==> config.mk <==
export PLATFORM = sky130hd
export DESIGN_NAME = i2c_bus_timer
export DESIGN_NICKNAME = d
export VERILOG_FILES = /design/src/rtl/i2c_bus_timer.sv
export SDC_FILE = /design/constraint.sdc
export NUM_CORES = 1
export LEC_CHECK = 0
export ABC_CLOCK_PERIOD_IN_PS = 8000
export BUFFER_PORTS_ARGS = -buffer_cell sky130_fd_sc_hd__buf_2
export CORE_ASPECT_RATIO = 1.25
export CORE_MARGIN = 2
export CORE_UTILIZATION = 45
export DETAILED_ROUTE_END_ITERATION = 16
export PLACE_DENSITY = 0.67
export SYNTH_ARGS = -nofsm -noshare
export SYNTH_HDL_FRONTEND = slang
export SYNTH_SLANG_ARGS = --single-unit
==> constraint.sdc <==
create_clock -name clk -period 8 [get_ports clk]
set_input_delay 1.2 -clock clk [delete_from_list [all_inputs] [get_ports clk]]
set_output_delay 1.2 -clock clk [all_outputs]
set_load 0.05 [all_outputs]
==> src/rtl/i2c_bus_timer.sv <==
module i2c_bus_timer #(
  parameter int PRESC_W = 4,
  parameter int CNT_W   = 8,
  parameter int DEL_W   = 4,
  parameter int FLT_W   = 4
) (
  input  logic               clk,
  input  logic               rst_n,
  input  logic               en,
  input  logic [PRESC_W-1:0] presc,
  input  logic [CNT_W-1:0]   scl_lo,
  input  logic [CNT_W-1:0]   scl_hi,
  input  logic [DEL_W-1:0]   setup_dly,
  input  logic [DEL_W-1:0]   hold_dly,
  input  logic [FLT_W-1:0]   flt_len,
  input  logic               tx_bit,
  input  logic               scl_in,
  input  logic               sda_in,
  output logic               scl_oe,
  output logic               sda_oe,
  output logic               bit_req,
  output logic               bit_done,
  output logic               sda_rx
);
  localparam int TW = CNT_W + PRESC_W + 2;

  typedef enum logic [2:0] {IDLE, LSYNC, LOW, HSYNC, HIGH} st_t;
  st_t st;

  logic [PRESC_W-1:0] presc_q;
  logic [CNT_W-1:0]   lo_q, hi_q;
  logic [DEL_W-1:0]   su_q, hd_q;
  logic [FLT_W-1:0]   flt_q;
  logic [TW-1:0]      cnt;
  logic               dbit;
  logic [1:0]         raw, flt;

  assign raw    = {sda_in, scl_in};
  assign sda_rx = flt[1];

  for (genvar i = 0; i < 2; i++) begin : g_flt
    logic s1, s2, f;
    logic [FLT_W-1:0] c;
    always_ff @(posedge clk or negedge rst_n) begin
      if (!rst_n) begin
        s1 <= 1'b1; s2 <= 1'b1; f <= 1'b1; c <= '0;
      end else begin
        s1 <= raw[i];
        s2 <= s1;
        if (s2 == f) c <= '0;
        else if (flt_q == '0 || c == flt_q - FLT_W'(1)) begin
          f <= s2; c <= '0;
        end else c <= c + FLT_W'(1);
      end
    end
    assign flt[i] = f;
  end

  wire [TW-1:0] unit     = TW'(presc_q) + TW'(1);
  wire [TW-1:0] low_len  = (TW'(lo_q) + TW'(1)) * unit;
  wire [TW-1:0] high_len = (TW'(hi_q) + TW'(1)) * unit;
  wire [TW-1:0] hold_len = TW'(hd_q) * unit + TW'(1);
  wire [TW-1:0] su_end   = hold_len + (TW'(su_q) + TW'(1)) * unit;
  wire [TW-1:0] cnt_nx   = cnt + TW'(1);

  always_ff @(posedge clk or negedge rst_n) begin
    if (!rst_n) begin
      st <= IDLE; cnt <= '0; dbit <= 1'b1;
      scl_oe <= 1'b0; sda_oe <= 1'b0; bit_req <= 1'b0; bit_done <= 1'b0;
      presc_q <= '0; lo_q <= '0; hi_q <= '0; su_q <= '0; hd_q <= '0; flt_q <= '0;
    end else begin
      bit_req  <= 1'b0;
      bit_done <= 1'b0;
      if (!en) begin
        st <= IDLE; cnt <= '0; scl_oe <= 1'b0; sda_oe <= 1'b0;
        presc_q <= presc; lo_q <= scl_lo; hi_q <= scl_hi;
        su_q <= setup_dly; hd_q <= hold_dly; flt_q <= flt_len;
      end else begin
        case (st)
          IDLE: begin
            st <= LSYNC; scl_oe <= 1'b1;
          end
          LSYNC: if (!flt[0]) begin
            st <= LOW; cnt <= '0; bit_req <= 1'b1; dbit <= tx_bit;
          end
          LOW: begin
            cnt <= cnt_nx;
            if (cnt_nx == hold_len) sda_oe <= ~dbit;
            if (cnt_nx >= low_len && cnt_nx >= su_end) begin
              st <= HSYNC; scl_oe <= 1'b0;
            end
          end
          HSYNC: if (flt[0]) begin
            st <= HIGH; cnt <= '0;
          end
          HIGH: begin
            cnt <= cnt_nx;
            if (cnt_nx >= high_len) begin
              st <= LSYNC; scl_oe <= 1'b1; bit_done <= 1'b1;
            end
          end
          default: st <= IDLE;
        endcase
      end
    end
  end
endmodule

**Word-level counts from Yosys, hierarchy flattened**

Cells that the tools add are included.

- Bits in registers: 68
- Input bits: 38
- Output and inout bits: 5
- Word-level logic and storage cells: 99

- Add/subtract/negate cells: 10
- Multipliers: 4
- $lt $le $gt $ge: 3
- Equal/unequal tests: 17
- Mux-type cells: 27
- Bitwise gates (word level): 4
- Reduce and logical (&&, ||, !) cells: 13

Operators with widths:

| kind | number |
|---|---|
| two-way mux 14 bit | 3 |
| case mux 14 bit (3 select lines) | 1 |
| greater-or-equal comparator 14 bit | 2 |
| multiplier 9 x 5 -> 14 bit | 2 |
| adder 8 x 1 -> 9 bit (second input constant) | 2 |
| two-way mux 4 bit | 4 |
| two-way mux 3 bit | 5 |
| case mux 3 bit (5 select lines) | 1 |
| adder 14 x 1 -> 14 bit (second input constant) | 1 |
| equality test 14 x 10 -> 1 bit | 1 |
| greater-or-equal comparator 14 x 11 -> 1 bit | 1 |
| two-way mux 1 bit | 12 |
| != test 3 bit (second input constant) | 4 |
| adder 10 x 10 -> 11 bit | 1 |
| adder 4 x 1 -> 5 bit (second input constant) | 2 |
| adder 9 x 1 -> 10 bit (second input constant) | 1 |
| multiplier 5 x 5 -> 10 bit | 1 |
| multiplier 4 x 5 -> 9 bit | 1 |
| AND reduction 3 bit | 3 |
| adder 4 x 1 -> 4 bit (second input constant) | 2 |
| equality test 4 bit | 2 |
| equality test 3 x 2 -> 1 bit (second input constant) | 2 |
| AND reduction 2 bit | 3 |
| zero test 4 bit | 1 |
| 14 further kinds | 20 |

**Logic depth before layout (Yosys ltp)**

- Depth after elaboration: 9
- Mapped depth: 35
- Mapped depth without buffers: 33

**Worst setup path after synthesis**

Ideal clock, no wire load.

- Path kind: register to register
- Start: register presc_q[0]
- End: register st[0]
- Library setup time: 0.119 ns
- Data arrival time: 7.203 ns
- Required time: 7.881 ns
- Slack: 0.678 ns
- Cell stages (with the launch flop): 34
- Buffers on the path: 2
- Clock period less this slack: 7.322 ns
- Cell sequence: dfrtp_1 clkbuf_1 nand3_1 xnor2_1 clkbuf_1 and2_1 fa_1 inv_1 fa_1 inv_1 ha_1 xor2_1 fa_1 fa_1 fa_1 inv_1 ha_1 nor2b_1 o21ai_0 a21oi_1 o21ai_0 nand2b_1 a21o_1 a21oi_1 xor2_1 ha_1 and3_1 nand3_1 nor2_1 a2111oi_0 o311ai_0 o211ai_1 a211oi_1 o21a_1

- Cells in the longest elaborated chain, start to end: 8
- Elaborated cells on any way between the ends: 14
- Those cells by class: add/sub (3); mul (4); order compare (3); eq/ne (2); reduce/logical (2)

RTL lines:

| item | line | source |
|---|---|---|
| start, declared | 30 | `logic [PRESC_W-1:0] presc_q;` |
| start signal, assigned | 76 | `presc_q <= presc; lo_q <= scl_lo; hi_q <= scl_hi;` |
| adder 4 x 1 -> 5 bit * | 59 | `wire [TW-1:0] unit = TW'(presc_q) + TW'(1);` |
| multiplier 4 x 5 -> 9 bit | 62 | `wire [TW-1:0] hold_len = TW'(hd_q) * unit + TW'(1);` |
| adder 9 x 1 -> 10 bit | 62 |  |
| adder 10 x 10 -> 11 bit | 63 | `wire [TW-1:0] su_end = hold_len + (TW'(su_q) + TW'(1)) * unit;` |
| greater-or-equal comparator 14 x 11 -> 1 bit | 89 | `if (cnt_nx >= low_len && cnt_nx >= su_end) begin` |
| logical AND 1 bit | 89 |  |
| != test 3 bit (no source line) | n/a |  |
| AND reduction 4 bit (no source line) * | n/a |  |
| end signal, assigned | 90 | `st <= HSYNC; scl_oe <= 1'b0;` |
| end signal, assigned | 94 | `st <= HIGH; cnt <= '0;` |
| end signal, assigned | 99 | `st <= LSYNC; scl_oe <= 1'b1; bit_done <= 1'b1;` |
| end, declared | 28 | `st_t st;` |

Mark *: on every way between the ends. The rest lies on a longest branch, timed or not.
A chain may end at the register's enable or synchronous reset.

**Final worst setup path**

Ends and elaborated chain as after synthesis.

==> results.py <==
metrics = {
    "worst_setup_path": {
        "worst_r2r_startpoint": "presc_q[0]$_DFFE_PN0N_",
        "critical_path.slowest_cell": "sky130_fd_sc_hd__fa_1",
        "startpoint_type": "flip-flop",
        "startpoint": "presc_q[0]$_DFFE_PN0N_",
        "crit_end_category": "flip-flop",
        "slowest_delay_ps": 560,
        "crit_required_ps": 8240,
        "r2r-end": "st[0]$_DFFE_PN0P_",
        "timing.critical_path.arrival_ps": 7690,
        "setup.worst_path.class": "flip-flop to flip-flop",
        "rrSetupSlack_ps": 550,
        "worstRegToRegCells": 30,
        "cp_max_fo": 4,
        "critical_path.most_common_cell": "sky130_fd_sc_hd__fa_1",
    },
    "yosys": {
        "syn-num-nets": 1179,
        "synth_ff_type": "sky130_fd_sc_hd__dfrtp_1",
        "yosysWarningCount": 0,
        "synth_seq_cells": 68,
        "proportion_of_synthesized_chip_area_in_sequential_cells_pct": 19.7,
        "synth.distinct_cells": 56,
        "synthesis.instances": 951,
        "synth_enable_flop_cells": 0,
        "synthesis.area_mm2": 0.00869,
        "synthArstFlopShare_pct": 100,
        "synth_area_per_cell_um2": 9.14,
    },
    "route": {
        "detail_route.wl_per_cell_um": 15.4,
        "drt_iter0_markers": 262,
        "antenna_violating_nets_post_route": 0,
        "via_per_inst": 5.26,
        "route.detailed.drc": 0,
        "dr_total_vias": 6468,
        "drt_pre_antenna_iters": 5,
        "route.final.wire_length_um": 18900,
    },
    "sta": {
        "fmax_mhz": 134,
        "number_of_endpoints_failing_setup_at_the_final_stage": 0,
        "final_skew_ps": 8.81,
        "setup_repair_after_global_routing_missed_its_margin": "no",
        "timing.setup.tns_ps": 0,
        "timing_max_transition_violations_final": 0,
        "final_period_minus_worst_setup_slack_ps": 7450,
        "max_slew_margin_pct": 37.2,
        "report.final.hold_viol_count": 0,
        "min_period_over_period_pct": 93.1,
        "tightest_slew_ps": 931,
        "whs_ps": 351,
    },
    "power": {
        "net-switching-power_uw": 1250,
        "power_uw": 2730,
        "peakVddDrop_v": 0.000158,
        "static_leakage_uw": 0.00486,
        "p_int_uw": 1480,
        "power.switching_fraction_pct": 45.9,
        "power_density_relative_to_cell_area_mw_per_mm2": 287,
        "clockPowerShare_pct": 16.3,
        "p_comb_share_pct": 67.3,
        "seq_power_share_pct": 16.4,
    },
    "layout": {
        "final_core_util_pct": 50.5,
        "num-nets-final": 1220,
        "layout_common_cells": "125 x sky130_fd_sc_hd__ha_1, 117 x sky130_fd_sc_hd__inv_1, 78 x sky130_fd_sc_hd__nand2_1, 65 x sky130_fd_sc_hd__nor2_1, 65 x sky130_fd_sc_hd__fa_1",
        "number_of_non_filler_instances_in_the_completed_layout": 1229,
        "multi_input_area_mm2": 0.00646,
        "seq_area_mm2": 0.00171,
        "insertedDiodeCount": 0,
        "num-fill-cells": 1743,
        "drive_gt1_share_pct": 12.9,
        "synthToLayoutAreaGrowth_pct": 9.43,
        "mostFrequentLayoutCell": "sky130_fd_sc_hd__ha_1",
    },
    "clock_tree": {
        "cts_tree": "done",
        "clock_tree.root_cell": "sky130_fd_sc_hd__clkbuf_16",
        "cts-buffers-inserted": 9,
        "cts.reportedPaths.clkPinSlew_ps": 60,
        "cts_hold_buf": 0,
        "numClockSinks": 68,
        "clock_insertion_delay_worst_skew_ps": 350,
        "ctsLongestPathBuffers": 2,
        "clock_tree.htree_level_count": 3,
    },
    "min_path": {
        "min_delay_path_depth": 0,
        "hp-class": "flip-flop to flip-flop",
        "end_point_of_the_most_critical_hold_path": "g_flt[0].s2$_DFF_PN1_",
        "timing.hold.worst.start": "g_flt[0].s1$_DFF_PN1_",
    },
    "floorplan": {
        "vertical_extent_of_the_die_um": 159,
        "placementRows": 56,
        "design.die.area_mm2": 0.0205,
        "die-width_um": 128,
        "core-area_mm2": 0.0188,
        "design.portCount": 43,
        "initial_utilization_pct": 46.1,
    },
    "global_routing": {
        "gr-usage-all-layers_pct": 19.7,
        "grt_remaining_overflow": 0,
        "number_of_antenna_violations_at_the_first_check_in_global_routing": 0,
        "grt_pass1_wl_um": 32100,
        "maximum_number_of_pins_on_one_net_before_global_route_repair": 69,
        "vias_in_the_first_global_route": 6615,
    },
    "placed_design": {
        "numPortBuffers": 42,
        "place.detailed.instances": 1212,
        "gp_routability_congestion": 0.888,
        "place_hpwl_um": 15200,
    },
    "job": {
        "drv.max_cap_violation_count": 0,
    },
    "outcome": {
        "status": "finished clean",
    },
}
## synthesized netlist by cell type, types with 8 or more instances
cell,count,area [um^2]
sky130_fd_sc_hd__ha_1,125,1560
sky130_fd_sc_hd__inv_1,117,439
sky130_fd_sc_hd__nand2_1,78,293
sky130_fd_sc_hd__fa_1,65,1300
sky130_fd_sc_hd__nor2_1,65,244
sky130_fd_sc_hd__dfrtp_1,61,1530
sky130_fd_sc_hd__xnor2_1,44,385
sky130_fd_sc_hd__xor2_1,44,385
sky130_fd_sc_hd__mux2_2,35,394
sky130_fd_sc_hd__nand2b_1,32,200
sky130_fd_sc_hd__and2_1,31,194
sky130_fd_sc_hd__nand3_1,29,145
sky130_fd_sc_hd__o21ai_0,29,145
sky130_fd_sc_hd__a21oi_1,28,140
sky130_fd_sc_hd__a21o_1,21,158
sky130_fd_sc_hd__clkbuf_1,18,67.6
sky130_fd_sc_hd__nor2b_1,17,106
sky130_fd_sc_hd__and3_1,12,75.1
sky130_fd_sc_hd__nor3_1,10,50.1
sky130_fd_sc_hd__nand4_1,9,56.3
sky130_fd_sc_hd__o21a_1,8,60.1
## repair_timing
| action | CTS | global route |
|---|---|---|
| setup buffers | 0 | 1 |
| setup endpoints to repair | 0 | 2 |
| endpoints found under the hold margin | 0 | 0 |
| resized for setup | 0 | 5 |
## worst max-delay path by stage
stage                                    to  slack (ps)  depth (start not counted)
after floorplan           st[0]$_DFFE_PN0P_         680                         33
after global placement    st[0]$_DFFE_PN0P_         570                         32
after detailed placement  st[0]$_DFFE_PN0P_         220                         32
after CTS                 st[0]$_DFFE_PN0P_         200                         32
after global routing      st[0]$_DFFE_PN0P_          60                         34
final                     st[0]$_DFFE_PN0P_         550                         30
## cell families after synthesis
family | Yosys count | synth area share, %
flops | 68 | 19.7
xor+xnor | 89 | 9.05
buf+inv | 139 | 6.02
compound gates | 126 | 9.86
mux | 36 | 4.65
fa+ha+maj | 190 | 33.0
simple gates | 303 | 17.8
## area by class of cell
type	count	area share [%]
clock buffer	10	2.41
sequential	68	18.0
tap	232	3.05
clock inverter	6	0.934
inverter	117	4.62
timing repair buffer	52	3.04
multi-input combinational	744	68.0
## stage by stage
step,area (um^2),worst slack (ps)
after floorplan,8690,678
after global placement,9180,566
after detailed placement,9180,218
after CTS,9490,203
after global routing,9510,62.2
final,9510,550
## worst max-delay path, delay by kind of cell, from the launching register on
family	cells	cell delay (ps)
adders and majority gates	9	3700
AOI/OAI and AO/OA	11	1820
and+or+nand+nor	6	760
xor gates and xnor gates	3	610
DFF	1	410
buffers and inverters	1	40
## registers in the layout, summed over array words and instances, names as in the netlist, 2 cells and up
register and count:
flt_q 4, g_flt.s2 2, g_flt.s1 2, st 3
cnt 14, presc_q 4, lo_q 8, g_flt.c 8
su_q 4, hi_q 8, hd_q 4
## metal layers
layer | global-route usage, % | vias to the layer above | part of all wire [%]
met2 | 33.5 | 72 | 50
met1 | 25.1 | 3117 | 45
met3 | 2.79 | 28 | 1.6
met4 | 7.69 | 0 | 3.3
met5 | 0 | - | 0
li1 | - | 3251 | -
## power by group through the flow
| stage | clock network [uW] | logic [uW] | registers, uW |
|---|---|---|---|
| 2_1_floorplan | 0 | 1420 | 455 |
| 3_3_place_gp | 0 | 1760 | 453 |
| 3_5_place_dp | 0 | 1810 | 455 |
| 4_1_cts | 458 | 1840 | 449 |
| 5_1_grt | 468 | 2110 | 457 |
| 6_report | 444 | 1840 | 449 |
(Power assumes the default switching activity.)
